<file path="src/rtl/hc_pkg.sv">
package hc_pkg;
    localparam int REG_W = 5;

    typedef enum logic [1:0] {
        UNIT_INT = 2'd0,
        UNIT_ADD = 2'd1,
        UNIT_MUL = 2'd2,
        UNIT_DIV = 2'd3
    } hc_unit_e;

    typedef struct packed {
        logic             fp;
        logic [REG_W-1:0] idx;
    } reg_t;

    typedef struct packed {
        logic busy;
        logic long_unit;
        reg_t dst;
    } slot_t;

    // Integer register 0 is hardwired and never tracked.
    function automatic logic is_live(reg_t r);
        return r.fp || (r.idx != '0);
    endfunction

    function automatic logic same_reg(reg_t a, reg_t b);
        return is_live(a) && (a == b);
    endfunction
endpackage

</file>
<file path="src/rtl/hc_wb_track.sv">
module hc_wb_track
    import hc_pkg::*;
#(
    parameter int DEPTH = 28,
    localparam int PW   = $clog2(DEPTH)
) (
    input  logic                clk,
    input  logic                rst,
    input  logic                ins_en,
    input  logic [PW-1:0]       ins_pos,
    input  slot_t               ins_slot,
    output slot_t [DEPTH-1:0]   slots_o
);
    typedef struct packed {
        slot_t [DEPTH-1:0] slots;
    } st_t;

    st_t st_d, st_q;

    always_comb begin
        st_d = st_q;
        for (int i = 0; i < DEPTH; i++) begin
            st_d.slots[i] = (i == DEPTH - 1) ? '0 : st_q.slots[i+1];
        end
        if (ins_en) begin
            st_d.slots[ins_pos] = ins_slot;
        end
    end

    always_ff @(posedge clk) begin
        if (rst) st_q <= '0;
        else     st_q <= st_d;
    end

    assign slots_o = st_q.slots;

    AST_WB_SLOT_FREE: assert property (@(posedge clk) disable iff (rst)
        ins_en |-> !st_q.slots[ins_pos + PW'(1)].busy);
    AST_RESET_EMPTY: assert property (@(posedge clk)
        rst |=> (st_q == '0));
endmodule

</file>
<file path="src/rtl/hc_div_gate.sv">
module hc_div_gate #(
    parameter int DIV_II = 25,
    localparam int CW    = $clog2(DIV_II + 1)
) (
    input  logic clk,
    input  logic rst,
    input  logic start,
    output logic busy
);
    typedef struct packed {
        logic [CW-1:0] cnt;
    } st_t;

    st_t st_d, st_q;

    always_comb begin
        st_d = st_q;
        if (start)                st_d.cnt = CW'(DIV_II - 1);
        else if (st_q.cnt != '0)  st_d.cnt = st_q.cnt - CW'(1);
    end

    always_ff @(posedge clk) begin
        if (rst) st_q <= '0;
        else     st_q <= st_d;
    end

    assign busy = (st_q.cnt != '0);

    AST_DIV_NOT_BUSY_AT_START: assert property (@(posedge clk) disable iff (rst)
        start |-> !busy);
endmodule

</file>
<file path="src/rtl/hc_scan.sv">
module hc_scan
    import hc_pkg::*;
#(
    parameter int DEPTH = 28,
    parameter int POST  = 2,
    localparam int PW   = $clog2(DEPTH)
) (
    input  slot_t [DEPTH-1:0] slots,
    input  reg_t              src_a,
    input  reg_t              src_b,
    input  reg_t              dst,
    input  logic [PW-1:0]     chk_pos,
    output logic              raw_hz,
    output logic              waw_hz,
    output logic              port_taken
);
    always_comb begin
        raw_hz     = 1'b0;
        waw_hz     = 1'b0;
        port_taken = slots[chk_pos].busy;
        for (int i = 0; i < DEPTH; i++) begin
            if (slots[i].busy) begin
                // Result not yet forwardable while more than POST cycles remain.
                if ((i > POST) &&
                    (same_reg(src_a, slots[i].dst) || same_reg(src_b, slots[i].dst))) begin
                    raw_hz = 1'b1;
                end
                if (slots[i].long_unit && same_reg(dst, slots[i].dst)) begin
                    waw_hz = 1'b1;
                end
            end
        end
    end
endmodule

</file>
<file path="src/rtl/hazard_gate.sv">
module hazard_gate
    import hc_pkg::*;
#(
    parameter int ADD_LAT = 3,
    parameter int MUL_LAT = 6,
    parameter int DIV_LAT = 24,
    parameter int DIV_II  = 25,
    parameter int POST    = 2,
    localparam int MAX_LAT = (DIV_LAT > MUL_LAT) ?
                             ((DIV_LAT > ADD_LAT) ? DIV_LAT : ADD_LAT) :
                             ((MUL_LAT > ADD_LAT) ? MUL_LAT : ADD_LAT),
    localparam int DEPTH   = MAX_LAT + POST + 2,
    localparam int PW      = $clog2(DEPTH)
) (
    input  logic             clk,
    input  logic             rst,
    input  logic             dec_valid,
    input  logic [1:0]       dec_unit,
    input  logic             src_a_fp,
    input  logic [REG_W-1:0] src_a_idx,
    input  logic             src_b_fp,
    input  logic [REG_W-1:0] src_b_idx,
    input  logic             dst_fp,
    input  logic [REG_W-1:0] dst_idx,
    output logic             stall
);
    hc_unit_e          unit;
    reg_t              src_a, src_b, dst;
    logic [PW-1:0]     ins_pos, chk_pos;
    slot_t [DEPTH-1:0] slots;
    slot_t             ins_slot;
    logic              raw_hz, waw_hz, port_taken, div_busy;
    logic              dst_live, struct_hz, issue, div_start;

    assign unit  = hc_unit_e'(dec_unit);
    assign src_a = '{fp: src_a_fp, idx: src_a_idx};
    assign src_b = '{fp: src_b_fp, idx: src_b_idx};
    assign dst   = '{fp: dst_fp,   idx: dst_idx};

    always_comb begin
        unique case (unit)
            UNIT_ADD: ins_pos = PW'(ADD_LAT + POST);
            UNIT_MUL: ins_pos = PW'(MUL_LAT + POST);
            UNIT_DIV: ins_pos = PW'(DIV_LAT + POST);
            default:  ins_pos = PW'(POST);
        endcase
    end

    assign chk_pos   = ins_pos + PW'(1);
    assign dst_live  = is_live(dst);
    assign struct_hz = ((unit == UNIT_DIV) && div_busy) || (dst_live && port_taken);
    assign stall     = dec_valid && (struct_hz || raw_hz || waw_hz);
    assign issue     = dec_valid && !stall;
    assign div_start = issue && (unit == UNIT_DIV);
    assign ins_slot  = '{busy: 1'b1, long_unit: (unit != UNIT_INT), dst: dst};

    hc_scan #(.DEPTH(DEPTH), .POST(POST)) u_scan (
        .slots      (slots),
        .src_a      (src_a),
        .src_b      (src_b),
        .dst        (dst),
        .chk_pos    (chk_pos),
        .raw_hz     (raw_hz),
        .waw_hz     (waw_hz),
        .port_taken (port_taken)
    );

    hc_wb_track #(.DEPTH(DEPTH)) u_track (
        .clk      (clk),
        .rst      (rst),
        .ins_en   (issue && dst_live),
        .ins_pos  (ins_pos),
        .ins_slot (ins_slot),
        .slots_o  (slots)
    );

    hc_div_gate #(.DIV_II(DIV_II)) u_div (
        .clk   (clk),
        .rst   (rst),
        .start (div_start),
        .busy  (div_busy)
    );

    AST_IDLE_NO_STALL: assert property (@(posedge clk) disable iff (rst)
        !dec_valid |-> !stall);
    AST_DIV_SPACING: assert property (@(posedge clk) disable iff (rst)
        div_start |=> !div_start);
endmodule

</file>
<file path="config.mk">
export PLATFORM = sky130hd
export DESIGN_NAME = hazard_gate
export DESIGN_NICKNAME = d
export VERILOG_FILES = /design/src/rtl/hc_pkg.sv /design/src/rtl/hc_wb_track.sv /design/src/rtl/hc_div_gate.sv /design/src/rtl/hc_scan.sv /design/src/rtl/hazard_gate.sv
export SDC_FILE = /design/constraint.sdc
export NUM_CORES = 1
export LEC_CHECK = 0
export ABC_AREA = 1
export BUFFER_PORTS_ARGS = -buffer_cell sky130_fd_sc_hd__clkbuf_2
export CORE_ASPECT_RATIO = 0.5
export CORE_MARGIN = 1.5
export CORE_UTILIZATION = 24
export DETAILED_ROUTE_END_ITERATION = 16
export GPL_ROUTABILITY_DRIVEN = 0
export SYNTH_ARGS = -nofsm -noshare
export SYNTH_HDL_FRONTEND = slang
export SYNTH_HIERARCHICAL = 1
export SYNTH_SLANG_ARGS = --single-unit
</file>
<file path="constraint.sdc">
create_clock -name clk -period 7.2 [get_ports clk]
set_input_delay 1.44 -clock clk [delete_from_list [all_inputs] [get_ports clk]]
set_output_delay 1.44 -clock clk [all_outputs]
set_load 0.05 [all_outputs]
</file>
; Word level (Yosys, flattened, before mapping)
; Index checks and enable logic that the tools add are counted.
[totals]
ff_bits = 229
inputBits = 23
[op_classes]
eq_ne = 81
mux = 115
n_bitwise = 1
addsub = 2
n_reduce_logical = 153
order_cmp = 3
[ops]
columns = op, count
row1 = 6-bit equality test, 78
row2 = 224-bit bitwise mux, 1
row3 = 216-bit two-way mux, 1
row4 = 1-bit logical AND, 113
row5 = 1-bit two-way mux, 106
row6 = 8-bit binary-select mux with 5-bit select, 1
row7 = 8-bit demux with 5-bit select, 1
row8 = 1-bit logical OR, 31
row9 = 5-bit nonzero test, 4
row10 = 8-bit two-way mux, 2
row11 = 5-bit case mux with 3 select lines, 1
row12 = 5-bit by 6-bit < comparator with 1-bit output (second input constant), 2
row13 = 5-bit two-way mux, 2
row14 = 5-bit by 1-bit adder with 5-bit output (second input constant), 1
row15 = 5-bit by 1-bit greater-or-equal comparator with 1-bit output (second input constant), 1
row16 = 5-bit by 1-bit subtractor with 5-bit output (second input constant), 1
row17 = 2-bit equality test (second input constant), 2
row18 = 2-bit nonzero test, 2
row19 = 2-bit OR reduction, 2
row20 = 2-bit by 1-bit equality test with 1-bit output (second input constant), 1
row21 = 1-bit zero test, 1
row22 = 1-bit NOT, 1

; Depth between registers and ports, before layout
[logic_depth]
word_depth = 67
mapped_depth = 25
depth_no_buf = 23

; Cells and area by module
; The synthesis kept the hierarchy.
[modules_own_cells]
columns = mod, seq_area_each_um2, n_inst, cells_per_inst, area_per_inst_um2
row1 = hc_wb_track, 4484.3, 1, 1224, 8375.5
row2 = hc_scan, 0.0, 1, 1312, 7253.2
row3 = hc_div_gate, 100.1, 1, 31, 230.2
row4 = hazard_gate, 0.0, 1, 34, 207.7

; Worst setup path before layout
; No wires, ideal clock.
[synth_timing]
path_type = input to output
from = input dec_unit[1]
to = output stall
path_slack_ns = 1.848
cell_stages = 13
path_buffers = 1
arrival_ns = 3.912
cell_sequence = inv_1 > ha_1 > inv_1 > inv_1 > clkbuf_1 > o21ai_0 > o221ai_1 > nand2_1 > o21ai_0 > inv_1 > o21ai_0 > nand2_1 > a21boi_1
[synth_between]
elab_chain_cells = 10
word_cells_on_any_way = 13
[synth_lines]
columns = element, line
row1 = "start, declared", hazard_gate.sv:18  ; input logic [1:0] dec_unit,
row2 = 2-bit equality test or 2-bit by 1-bit equality test with 1-bit output (tied branches), hazard_gate.sv:41  ; unique case (unit)
row3 = 5-bit case mux with 3 select lines *, hazard_gate.sv:41
row4 = 5-bit by 1-bit adder with 5-bit output *, hazard_gate.sv:49  ; assign chk_pos = ins_pos + PW'(1);
row5 = via chk_pos[2], hazard_gate.sv:29  ; logic [PW-1:0] ins_pos, chk_pos;
row6 = 8-bit binary-select mux with 5-bit select *, hc_scan.sv:20  ; port_taken = slots[chk_pos].busy;
row7 = 8-bit two-way mux (not written as such) *, hc_scan.sv:20
row8 = via port_taken, hazard_gate.sv:32  ; logic raw_hz, waw_hz, port_taken, div_busy;
row9 = 1-bit logical AND *, hazard_gate.sv:51  ; assign struct_hz = ((unit == UNIT_DIV) && div_busy) || (dst_live && port_taken);
row10 = 1-bit logical OR *, hazard_gate.sv:51
row11 = 1-bit logical OR * (2 in series), hazard_gate.sv:52  ; assign stall = dec_valid && (struct_hz || raw_hz || waw_hz);
row12 = 1-bit logical AND *, hazard_gate.sv:52
row13 = "end, declared", hazard_gate.sv:25  ; output logic stall
; Mark *: on every way through the listed nets, which the timed path passes. The rest lies on a longest branch. The select of a mux whose other input is x is not followed.

; Worst setup path in the final report
; Same ends and word-level chain as after synthesis.

==> results.py <==
metrics = {
    "global_routing": {
        "grt_pass1_vias": 14300,
        "grt_max_degree": 131,
        "grt.total_usage_pct": 15.9,
        "antenna_found_initial": 3,
        "overflow": 0,
        "grt_pass1_wl_mm": 84.7,
    },
    "synthesis": {
        "netlist-cell-type-count": 32,
        "synth_nets": 2633,
        "synthesis.area_mm2": 0.0161,
        "synthCells": 2601,
        "yosys_warnings": 6,
        "ys_seq_elements": 229,
        "avgSynthCellArea_um2": 6.18,
        "yosysSeqAreaShare_pct": 28.5,
    },
    "timing": {
        "setup_violations": 0,
        "slew_violations": 0,
        "timing.final.crit_share_pct": 82.9,
        "fmax_mhz": 168,
        "layout_min_cycle_time_ps": 5970,
        "final.setup.tns_ps": 0,
        "hold_violations": 0,
        "slew_headroom_pct": 27.1,
        "worst_pin_slew_ps": 1090,
        "fin_skew_ps": 10.7,
        "rsz0062_at_grt": "false",
    },
    "detailed_routing": {
        "avgViaCountPerCell": 4.52,
        "routed_wl_mm": 55.4,
        "ant_nets": 0,
        "vias": 15700,
        "wl_per_cell_um": 16.0,
        "drtIter0Drc": 1552,
        "first_pass_iters": 5,
        "route.detailed.drc": 0,
    },
    "clock_tree": {
        "cts_resized": 0,
        "htreeDepth": 1,
        "cts.sinks": 229,
        "cts_tree": "yes",
        "clock_latency_ps": 570,
        "cts.clk_slew.worst_paths_ps": 50,
        "cts_buffer_depth": 3,
        "cts_buffers": 27,
        "root_buffer": "clkbuf_16",
        "post_cts_buffers": 0,
        "hold_buffers": 0,
    },
    "final_layout": {
        "final_nets": 2599,
        "drive_above_1_share_pct": 6.11,
        "fin_cells": 3471,
        "area_growth_pct": 11.1,
    },
    "flow_run": {
        "maxCapViolations": 0,
    },
    "setup_path": {
        "end_kind": "output pin",
        "worstPathArrival_ps": 4530,
        "crit_fanout": 15,
        "worst-setup-path-type": "input port to output pin",
        "start_kind": "input port",
        "worst_ep_required_time_ps": 5760,
    },
    "floorplan": {
        "initial_core_util_pct": 24.5,
        "dieArea_mm2": 0.0686,
        "fp.coreArea_mm2": 0.0656,
        "rows": 66,
        "fp.dieW_um": 369,
        "die_y_um": 186,
        "ios": 24,
    },
    "power": {
        "vdd_ir_drop_max_mv": 0.159,
        "p_leak_nw": 6.98,
        "cellPowerDensity_mw_per_mm2": 187,
    },
    "worst_hold_path": {
        "hold_path_class": "flip-flop to flip-flop",
    },
    "outcome": {
        "status": "completed",
    },
    "place": {
        "place_hpwl_mm": 35.7,
        "port_buffers": 23,
        "dp_cells": 3422,
    },
}
## final timing paths
path	to	slack [ps]	cells after the start	start
min reg2reg	u_div/st_q[0]	470	2	u_div/st_q[0]
min	u_div/st_q[0]	470	2	u_div/st_q[0]
max reg2reg	u_track/slots_o[115]	3590	20	u_track/slots_o[147]
max	stall	1230	16	dec_unit[1]
## cell usage in the layout, fill, tap and decap left out, drive strengths merged
| master | count |
|---|---|
| ha | 9 |
| clkinv | 6 |
| clkinvlp | 1 |
| nand3 | 80 |
| nor3 | 31 |
| inv | 87 |
| clkbuf | 61 |
| a21oi | 16 |
| nor2 | 702 |
| o211ai | 12 |
| dfxtp | 229 |
| nor3b | 1 |
| o22ai | 5 |
| xnor2 | 301 |
| nand4 | 17 |
| nand2 | 849 |
| xor2 | 62 |
| bufinv | 3 |
| a21boi | 1 |
| conb | 1 |
| o221ai | 3 |
| diode | 1 |
| o21bai | 1 |
| o21ai | 34 |
| buf | 47 |
| or2 | 27 |
## power by group
part / switching (mW) / internal, mW / leakage, nW / total [mW]
Sequential: 0.0307 / 1.29 / 1.85 / 1.32
Clock: 0.582 / 0.891 / 0.472 / 1.47
Combinational: 0.355 / 0.185 / 4.66 / 0.540
## cells in the mapped netlist, drive strengths merged
| cell | n | area share (%) |
|---|---|---|
| nand2 | 849 | 20 |
| nor2 | 702 | 17 |
| xnor2 | 301 | 16 |
| dfxtp | 229 | 29 |
| buf | 107 | 4.0 |
| inv | 87 | 2.0 |
| nand3 | 80 | 2.5 |
| xor2 | 62 | 3.4 |
| o21ai | 34 | 1.1 |
| nor3 | 31 | 0.97 |
| or2 | 27 | 1.1 |
| clkbuf | 26 | 0.61 |
| nand4 | 17 | 0.66 |
| a21oi | 16 | 0.50 |
| o211ai | 12 | 0.56 |
| ha | 9 | 0.70 |
| o22ai | 5 | 0.19 |
| o221ai | 3 | 0.16 |
| a21boi | 1 | 0.047 |
| conb | 1 | 0.023 |
| nor3b | 1 | 0.047 |
| o21bai | 1 | 0.047 |
## routing by layer
layer	global-route usage (%)	wire, µm	up-vias	share of wire, %
li1	-	-	7820	-
met1	20.9	24600	7195	44
met2	25.8	24500	559	44
met3	2.68	4420	104	8.0
met4	6.16	1870	2	3.4
met5	0	12	-	0.022
## worst max-delay path: stages
cell	delay (ps)
clkbuf_2	140
inv_1	150
ha_1	500
inv_1	340
inv_1	390
o21ai_0	140
o22ai_1	150
nand2_1	80
nand2_1	90
nand2_1	40
o21ai_0	80
inv_1	50
o21ai_0	340
nand2_1	130
a21boi_1	160
clkbuf_2	300
## logic make-up after synthesis
logic type	synth area share, %
compound gates	2.57
xor+xnor	19.8
fa+ha+maj	0.701
buf+inv	6.65
flops	28.5
other cells	0.0233
simple gates	41.7
## registers in the layout, summed over array words and instances (netlist names)
signal	count
u_div/st_q	5
u_track/slots_o	224
## cell type report
class	instances	area (µm²)
Antenna cell	1	2.50
Fill cell	7287	47700
Clock buffer	38	817
Inverter	87	332
Multi-Input combinational cell	2152	10400
Timing Repair Buffer	70	468
Sequential cell	229	4580
Clock inverter	10	131
Tap cell	884	1110
## through the flow
stage	cell area, µm²	power [mW]	setup WS, ps	util, %	hold slack [ps]
after global routing	17900	3.47	854	27.2	493
final	17900	3.34	1230	27.2	466
after global placement	16900	1.87	1380	25.8	443
after CTS	17900	3.35	1270	27.2	468
after floorplan	16100	1.75	1850	-	436
after detailed placement	16900	1.88	1280	25.8	457
Note: power is estimated with default switching activity, not from simulation.
